File: src/rtl/irq_sense_pkg.sv
package irq_sense_pkg;

    typedef enum logic {
        CH_IDLE = 1'b0,
        CH_PEND = 1'b1
    } ch_state_e;

    // Channel index to control-register bit: 0,1,4,5,...
    function automatic int unsigned chan_bit(input int unsigned ch);
        return (ch / 2) * 4 + (ch % 2);
    endfunction

endpackage

File: src/rtl/irq_ctrl_reg.sv
module irq_ctrl_reg #(
    parameter int unsigned W = 8
) (
    input  logic         clk,
    input  logic         rst_n,
    input  logic         standby,
    input  logic         wr_i,
    input  logic [W-1:0] wdata_i,
    output logic [W-1:0] q_o
);

    logic [W-1:0] q_r;

    always_ff @(posedge clk or negedge rst_n) begin
        if (!rst_n) begin
            q_r <= '0;
        end else if (standby) begin
            q_r <= '0;
        end else if (wr_i) begin
            q_r <= wdata_i;
        end
    end

    assign q_o = q_r;

    AST_STANDBY_CLEARS: assert property (@(posedge clk) disable iff (!rst_n)
        standby |=> (q_o == '0));

    AST_WRITE_LANDS: assert property (@(posedge clk) disable iff (!rst_n)
        (wr_i && !standby) |=> (q_o == $past(wdata_i)));

    AST_HOLD_NO_WRITE: assert property (@(posedge clk) disable iff (!rst_n)
        (!wr_i && !standby) |=> $stable(q_o));

endmodule

File: src/rtl/irq_pin_sync.sv
module irq_pin_sync (
    input  logic clk,
    input  logic rst_n,
    input  logic standby,
    input  logic pin_i,
    output logic sync_o,
    output logic fall_o
);

    logic stage1_q, stage2_q, prev_q;

    always_ff @(posedge clk or negedge rst_n) begin
        if (!rst_n) begin
            stage1_q <= 1'b1;
            stage2_q <= 1'b1;
            prev_q   <= 1'b1;
        end else if (standby) begin
            stage1_q <= 1'b1;
            stage2_q <= 1'b1;
            prev_q   <= 1'b1;
        end else begin
            stage1_q <= pin_i;
            stage2_q <= stage1_q;
            prev_q   <= stage2_q;
        end
    end

    assign sync_o = stage2_q;
    assign fall_o = prev_q & ~stage2_q;

endmodule

File: src/rtl/irq_chan_fsm.sv
module irq_chan_fsm
    import irq_sense_pkg::*;
(
    input  logic clk,
    input  logic rst_n,
    input  logic standby,
    input  logic mode_i,   // 0 level, 1 falling edge
    input  logic sync_i,
    input  logic fall_i,
    input  logic ack_i,
    output logic req_o
);

    ch_state_e state_q, state_d;
    logic      mode_seen_q;

    // next-state logic
    always_comb begin
        state_d = state_q;
        if (mode_i != mode_seen_q) begin
            state_d = CH_IDLE;                       // mode flush
        end else begin
            unique case (state_q)
                CH_IDLE: if (mode_i && fall_i) state_d = CH_PEND;   // capture
                CH_PEND: if (ack_i && !fall_i) state_d = CH_IDLE;   // acknowledge
                default: state_d = CH_IDLE;
            endcase
        end
    end

    // state register
    always_ff @(posedge clk or negedge rst_n) begin
        if (!rst_n) begin
            state_q     <= CH_IDLE;
            mode_seen_q <= 1'b0;
        end else if (standby) begin
            state_q     <= CH_IDLE;
            mode_seen_q <= 1'b0;
        end else begin
            state_q     <= state_d;
            mode_seen_q <= mode_i;
        end
    end

    // outputs
    always_comb begin
        if (mode_i) req_o = (state_q == CH_PEND);
        else        req_o = ~sync_i;
    end

    AST_LEVEL_NO_LATCH: assert property (@(posedge clk) disable iff (!rst_n)
        (!mode_i && !mode_seen_q) |-> (state_q == CH_IDLE));

    AST_PEND_STICKY: assert property (@(posedge clk) disable iff (!rst_n)
        (state_q == CH_PEND && !ack_i && !standby && mode_i == mode_seen_q)
        |=> (state_q == CH_PEND));

    AST_ACK_CLEARS: assert property (@(posedge clk) disable iff (!rst_n)
        (state_q == CH_PEND && ack_i && !fall_i && !standby) |=> (state_q == CH_IDLE));

    AST_EDGE_BEATS_ACK: assert property (@(posedge clk) disable iff (!rst_n)
        (mode_i && mode_seen_q && fall_i && !standby) |=> (state_q == CH_PEND));

    AST_MODE_FLUSH: assert property (@(posedge clk) disable iff (!rst_n)
        (mode_i != mode_seen_q) |=> (state_q == CH_IDLE));

endmodule

File: src/rtl/irq_sense_ctrl.sv
module irq_sense_ctrl
    import irq_sense_pkg::*;
#(
    parameter int unsigned NCH   = 4,
    parameter int unsigned REG_W = 8
) (
    input  logic             clk,
    input  logic             rst_n,
    input  logic             standby,
    input  logic             bus_wr,
    input  logic [REG_W-1:0] bus_wdata,
    output logic [REG_W-1:0] bus_rdata,
    input  logic [NCH-1:0]   pin_n,
    input  logic [NCH-1:0]   irq_ack,
    output logic [NCH-1:0]   irq_req
);

    localparam int unsigned TOP_BIT = chan_bit(NCH - 1);

    logic [REG_W-1:0] ctrl_q;
    logic [NCH-1:0]   sync_w, fall_w;

    irq_ctrl_reg #(.W(REG_W)) ctrl_i (
        .clk     (clk),
        .rst_n   (rst_n),
        .standby (standby),
        .wr_i    (bus_wr),
        .wdata_i (bus_wdata),
        .q_o     (ctrl_q)
    );

    assign bus_rdata = ctrl_q;

    for (genvar g = 0; g < NCH; g++) begin : g_chan
        localparam int unsigned MBIT = chan_bit(g);

        irq_pin_sync sync_i (
            .clk     (clk),
            .rst_n   (rst_n),
            .standby (standby),
            .pin_i   (pin_n[g]),
            .sync_o  (sync_w[g]),
            .fall_o  (fall_w[g])
        );

        irq_chan_fsm fsm_i (
            .clk     (clk),
            .rst_n   (rst_n),
            .standby (standby),
            .mode_i  (ctrl_q[MBIT]),
            .sync_i  (sync_w[g]),
            .fall_i  (fall_w[g]),
            .ack_i   (irq_ack[g]),
            .req_o   (irq_req[g])
        );

        AST_LEVEL_FOLLOWS: assert property (@(posedge clk) disable iff (!rst_n)
            !ctrl_q[MBIT] |-> (irq_req[g] == ~sync_w[g]));
    end

    initial begin
        AST_MAP_FITS: assert (TOP_BIT < REG_W);
    end

endmodule

File: config.mk
export PLATFORM = sky130hd
export DESIGN_NAME = irq_sense_ctrl
export DESIGN_NICKNAME = d
export VERILOG_FILES = /design/src/rtl/irq_sense_pkg.sv /design/src/rtl/irq_ctrl_reg.sv /design/src/rtl/irq_pin_sync.sv /design/src/rtl/irq_chan_fsm.sv /design/src/rtl/irq_sense_ctrl.sv
export SDC_FILE = /design/constraint.sdc
export NUM_CORES = 1
export LEC_CHECK = 0
export ABC_CLOCK_PERIOD_IN_PS = 2000
export BUFFER_PORTS_ARGS = -buffer_cell sky130_fd_sc_hd__buf_2
export CAP_MARGIN = 20
export CORE_MARGIN = 2
export CORE_UTILIZATION = 45
export CTS_BUF_LIST = sky130_fd_sc_hd__clkbuf_4 sky130_fd_sc_hd__clkbuf_8
export CTS_CLUSTER_DIAMETER = 30
export CTS_CLUSTER_SIZE = 28
export DETAILED_ROUTE_END_ITERATION = 8
export HOLD_SLACK_MARGIN = 0.03
export PLACE_DENSITY = 0.7
export SYNTH_ARGS = -nofsm -noshare
export SYNTH_HDL_FRONTEND = slang
export SYNTH_SLANG_ARGS = --single-unit
File: constraint.sdc
create_clock -name clk -period 2 [get_ports clk]
set_clock_uncertainty 0.2 [all_clocks]
set_input_delay 0.2 -clock clk [delete_from_list [all_inputs] [get_ports clk]]
set_output_delay 0.2 -clock clk [all_outputs]
set_load 0.02 [all_outputs]
==> reports/metrics.csv, run 1 <==
metric,value,unit
max_slew_margin,60.6,%
syn_avg_cell_area,11.8,um2
power.density,722,nW/um2
crit_chain,o21ai_0 -> buf_2,
yosys.area_share.simple,18.6,%
ys_ff_latch,28,
postSynthCellCount,102,
synth_xor_area_share,2.17,%
vias,812,
leakagePower,0.744,nW
stdcell_count,172,
die_w,55.8,um
crit_type,register to primary output,
layout_common_cells,"31 x buf_2, 17 x dlygate4sd3_1, 16 x dfrtp_1",
fin_ws,0.430,ns
reg2regPathDepth,3,
start_util,47.9,%
synth_compound_area_share,4.66,%
dieHeight,55.8,um
cap_violations,0,
cts.sinks,28,
routed_wl,1940,um
placed_cells,151,
coreArea,2520,um2
detail-route-antenna-nets,0,
arrival,1.17,ns
cts.clk_slew.worst_paths,0.15,ns
cp_slowest_cell,dfrtp_1,
post_cts_buffers,0,
synth_area_leaders,"dfrtp_1 33%, dfstp_2 26%, mux2i_1 6.6%",
hpwl,1300,um
cts_resized,0,
cp_top_family,flip-flops,
hp-class,input port to register,
final_layout_size_suffix_gt1_share,36.6,%
fin_util,60.4,%
clk_latency,0.32,ns
grt_usage,13.7,%
synth.mux.area_fraction,6.63,%
cp.depth,2,
n_antenna_cell,0,
n_fill_cell,213,
hold_ws,0.0804,ns
finalHoldViolations,0,
slew_viol_final,0,
setup_viol,0,
place.gp.congestion,0.627,
path_buf_inv,1,
cts_made_buffers,3,
routed_via_density,4.72,
status,completed,
syn_nets,122,
cts_tree,yes,
wire_per_inst,11.3,um
regArea,716,um2
grt.overflow.total,0,
synth_top_family_by_area,simple AND/OR/NAND/NOR gates,
critPathMaxStageDelay,0.47,ns
crit_fanout,7,
multi_input_area,388,um2
syn_area,1210,um2
worst_pin_slew,0.591,ns
grt_start_max_net_pins,29,
whs_path_depth,2,
firstDrtPassIters,3,
portBuffers,31,
final_common_cell,buf_2,
max_clock_freq,637,MHz
tns,0,ns
synthAdderAreaFrac,0,%
grt_setup_unrepaired,false,
root_buffer,clkbuf_4,
synth.distinct_cells,20,
min_period_over_period,78.5,%
fp-row-count,18,
start_kind,register,
fin_crit,1.57,ns
yosysTopAreaCell,dfrtp_1,
first_global_vias,800,
yosysWarningCount,0,
synth.yosys.seq_area_share,59.2,%
area_delta_synth_final,26.0,%
critPathCaptureType,primary output,
grt_first_pass_wirelength,3440,um
drt_iter0_markers,39,
drcViolationCount,0,
cts_buffer_depth,2,
synth_top_cell_area_share,33.1,%
nNetsFinal,163,
h-tree-depth,1,
grt_antenna_before_repair,0,
dieArea,3120,um2
io-pin-count,32,
post-place-ws,0.781,ns
crit_required,1.60,ns
ir_drop,0.371,mV
where the power goes:
| part | leakage (nW) | switching (mW) | total [mW] | internal, mW |
|---|---|---|---|---|
| clock | 0.0279 | 0.161 | 0.364 | 0.203 |
| sequential | 0.343 | 0.0153 | 0.611 | 0.595 |
| combinational | 0.373 | 0.0616 | 0.126 | 0.0640 |
| total | 0.744 | 0.238 | 1.10 | 0.862 |
kinds of logic after synthesis:
kind of cell / Yosys count
multiplexers: 8
buffers and inverters: 13
XOR/XNOR: 3
flip-flops: 28
AND/OR/NAND/NOR: 40
AO/OA/AOI/OAI: 10
cells in the mapped netlist:
cell type and number:
dfrtp_1 16, dfstp_2 12, nor2b_1 10, buf_4 9, mux2i_1 8, nor2_1 8, or2_1 8, nand2_1 4
o21ai_0 4, or2_2 4, buf_6 3, nor3_1 3, o22ai_1 3, xor2_1 3, and2b_1 2, a21oi_1 1
inv_1 1, nor3b_2 1, o211ai_1 1, o21ai_1 1
per-layer routing:
metal  vias up  part of all wire [%]  track usage [%]
met5         -                     0                0
met4         0                   1.5             5.10
met3         4                   3.8             2.33
met2        18                    47             22.6
met1       387                    47             18.1
li1        403                     -                -
registers in the layout, indices dropped and copies added, names as in the netlist:
signal / flops
g_chan.sync_i.stage1_q: 4
g_chan.sync_i.sync_o: 4
g_chan.fsm_i.mode_seen_q: 4
ctrl_i.q_o: 8
g_chan.fsm_i.state_q: 4
g_chan.sync_i.prev_q: 4
cell type report:
| class | count | area share [%] |
|---|---|---|
| Sequential cell | 28 | 47.0 |
| Inverter | 1 | 0.247 |
| Tap cell | 30 | 2.47 |
| Clock inverter | 1 | 1.97 |
| Timing Repair Buffer | 48 | 21.4 |
| Clock buffer | 3 | 1.48 |
| Multi-Input combinational cell | 61 | 25.5 |
final timing paths:
check                                                        from                           endpoint  slack (ns)
worst max-delay path                    ctrl_i.q_o[1]$_DFFE_PN0P_                         irq_req[1]        0.43
worst min-delay path                                      standby          ctrl_i.q_o[5]$_DFFE_PN0P_        0.08
worst max register to register  g_chan[0].sync_i.prev_q$_DFF_PN1_  g_chan[0].fsm_i.state_q$_DFF_PN0_        0.78
worst min register to register          ctrl_i.q_o[3]$_DFFE_PN0P_          ctrl_i.q_o[3]$_DFFE_PN0P_        0.34
max in group asynchronous                                   rst_n  g_chan[2].sync_i.sync_o$_DFF_PN1_        1.02
min in group asynchronous                                   rst_n  g_chan[0].fsm_i.state_q$_DFF_PN0_        0.19
stage by stage:
| step | area [um2] | power (mW) |
|---|---|---|
| after CTS | 1520 | 1.12 |
| after global routing | 1520 | 1.15 |
| after floorplan | 1210 | 0.691 |
| after global placement | 1300 | 0.721 |
| final | 1520 | 1.10 |
| after detailed placement | 1300 | 0.723 |
what timing repair did:
item,in CTS,in global routing
hold buffers,17,0
endpoints found under the hold margin,32,0
setup endpoints to repair,0,0
No activity file was read; power rests on OpenSTA's default activity.
==> inputs of run 2 (changes only) <==
--- a/config.mk
+++ b/config.mk
@@ -5,7 +5,8 @@
 export SDC_FILE = /design/constraint.sdc
 export NUM_CORES = 1
 export LEC_CHECK = 0
-export ABC_CLOCK_PERIOD_IN_PS = 2000
+export ABC_AREA = 1
+export ABC_CLOCK_PERIOD_IN_PS = 1600
 export BUFFER_PORTS_ARGS = -buffer_cell sky130_fd_sc_hd__buf_2
 export CAP_MARGIN = 20
 export CORE_MARGIN = 2
@@ -15,7 +16,7 @@
 export CTS_CLUSTER_SIZE = 28
 export DETAILED_ROUTE_END_ITERATION = 8
 export HOLD_SLACK_MARGIN = 0.03
-export PLACE_DENSITY = 0.7
+export PLACE_DENSITY = 0.69
 export SYNTH_ARGS = -nofsm -noshare
 export SYNTH_HDL_FRONTEND = slang
 export SYNTH_SLANG_ARGS = --single-unit
==> constraint.sdc (replaced) <==
create_clock -name clk -period 1.6 [get_ports clk]
set_clock_uncertainty 0.2 [all_clocks]
set_input_delay 0.16 -clock clk [delete_from_list [all_inputs] [get_ports clk]]
set_output_delay 0.16 -clock clk [all_outputs]
set_load 0.02 [all_outputs]
==> reports/metrics.csv, run 2 <==
metric,value,unit
ys.flop_type,dfrtp_1,
drt_iter0_markers,37,
syn_nets,155,
final_layout_size_suffix_gt1_share,30.3,%
reg2regPathDepth,5,
cp-startpoint,ctrl_i.q_o[4]$_DFFE_PN0P_,
grt.overflow.total,0,
hold_start,standby,
cp_top_family,flip-flops,
fin_crit,1.53,ns
cts_buffer_depth,2,
h-tree-depth,1,
nNetsFinal,206,
worst_pin_slew,0.603,ns
root_buffer,clkbuf_4,
io-pin-count,32,
fp-row-count,19,
n_antenna_cell,0,
max_slew_margin,59.8,%
crit_fanout,5,
fin_util,61.4,%
slew_viol_final,0,
synth.yosys.seq_area_share,57.0,%
cts.clk_slew.worst_paths,0.14,ns
n_fill_cell,234,
synth_top_cell_area_share,31.9,%
synth.distinct_cells,13,
dieHeight,56.8,um
layout_common_cells,"31 x buf_2, 28 x dlygate4sd3_1, 25 x nand2_1",
status,completed,
cts_made_buffers,3,
die_w,56.8,um
crit_chain,o21ai_0 -> buf_2,
firstDrtPassIters,4,
detail-route-antenna-nets,0,
ir_drop,0.505,mV
ff2ff_setup_slack,0.50,ns
max_clock_freq,652,MHz
first_global_vias,1089,
cts_resized,0,
finalHoldViolations,0,
hold_ws,0.145,ns
yosysWarningCount,0,
largest_register_ffs,8,
crit_type,register to primary output,
stdcell_count,216,
yosysTopAreaCell,dfrtp_1,
grt_start_max_net_pins,29,
start_kind,register,
portBuffers,31,
multi_input_area,349,um2
start_util,46.3,%
wire_per_inst,11.4,um
final_common_cell,buf_2,
crit_required,1.24,ns
grt_first_pass_wirelength,4600,um
setup_viol,0,
cp_slowest_cell,dfrtp_1,
cts.sinks,28,
cp.depth,2,
coreArea,2710,um2
p_total,1.28,mW
r2r_end,g_chan[3].fsm_i.state_q$_DFF_PN0_,
synth.most_common_cell,nand2_1,
hpwl,1470,um
grt_usage,18.5,%
synthTopCellsByCount,"25 x nand2_1, 23 x inv_1, 16 x dfrtp_1",
dieArea,3230,um2
path_buf_inv,1,
clk_latency,0.32,ns
cts_tree,yes,
vias,990,
min_period_over_period,95.9,%
cap_violations,0,
synthArstFlopShare,100,%
hp-class,input port to register,
placed_cells,184,
routed_wl,2470,um
postSynthCellCount,135,
synth_edf_count,0,
critPathCaptureType,primary output,
tns,0,ns
routed_via_density,4.58,
leakagePower,0.832,nW
arrival,1.17,ns
critPathMaxStageDelay,0.45,ns
post_cts_buffers,0,
regArea,716,um2
drcViolationCount,0,
area_delta_synth_final,32.7,%
grt_setup_unrepaired,false,
r2r_start,g_chan[3].sync_i.sync_o$_DFF_PN1_,
synth_area_leaders,"dfrtp_1 32%, dfstp_2 25%, nand2_1 7.5%",
crit_end,irq_req[2],
ys_ff_latch,28,
place.gp.congestion,0.754,
syn_area,1250,um2
grt_antenna_before_repair,0,
power.density,770,nW/um2
syn_avg_cell_area,9.30,um2
run 2: changes by cell type in the layout (fill, tap and decap cells not counted), moves of 2 or more:
cell and delta:
nor3_1 -3, nand2_1 +21, and2b_1 -2, nand3_1 +15, xor2_1 -3, inv_1 +22, nor2b_1 -10, mux2i_1 -8
o22ai_1 -3, or2_2 -4, o21ai_2 +8, dlygate4sd3_1 +11
run 2: worst reg2reg max path, delay by kind of cell, from the launching register on:
kind,cells,cell delay (ns)
buf+inv,1,0.03
simple gates,4,0.21
flops,1,0.57
run 2: cells by family after synthesis:
| group | synth area share (%) |
|---|---|
| simple gates | 20.6 |
| compound gates | 7.18 |
| flops | 57.0 |
| buf+inv | 15.2 |
run 2: through the flow:
stage	setup WS [ns]	cell area, um2
final	0.0654	1670
after global routing	0.0103	1670
after CTS	0.0538	1670
after detailed placement	0.323	1350
after global placement	0.364	1350
after floorplan	0.514	1250
run 2: final cells by class:
type / count / share of cell area (%)
flip-flops and latches: 28 / 43.0
repair buffers: 59 / 26.1
multi-input cells: 70 / 21.0
inverters: 24 / 5.41
well taps: 31 / 2.33
clock buffers: 4 / 2.18
run 2: per-layer routing:
layer,global-route usage (%),wire length (um),up-vias
met1,23.4,1100,468
li1,-,-,496
met4,8.64,32,0
met2,31.4,1250,22
met3,2.07,89,4
met5,0,0,-
run 2: timing repair:
| action | in CTS | in global routing |
|---|---|---|
| setup endpoints to repair | 0 | 0 |
| hold buffers | 28 | 0 |
| endpoints found under the hold margin | 48 | 0 |
run 2: worst min-delay path by stage:
stage / cells past startpoint / to
after floorplan: 0 / ctrl_i.q_o[0]$_DFFE_PN0P_
after global placement: 1 / g_chan[3].fsm_i.state_q$_DFF_PN0_
after detailed placement: 1 / g_chan[3].fsm_i.state_q$_DFF_PN0_
after CTS: 6 / g_chan[3].fsm_i.state_q$_DFF_PN0_
after global routing: 6 / g_chan[3].fsm_i.state_q$_DFF_PN0_
final: 6 / g_chan[2].fsm_i.state_q$_DFF_PN0_
run 2: report_power, final:
| group | switching (mW) | total [mW] | leakage, nW | internal (mW) |
|---|---|---|---|---|
| sequential | 0.0156 | 0.759 | 0.343 | 0.744 |
| clock | 0.198 | 0.337 | 0.0210 | 0.139 |
| combinational | 0.0971 | 0.186 | 0.467 | 0.0887 |
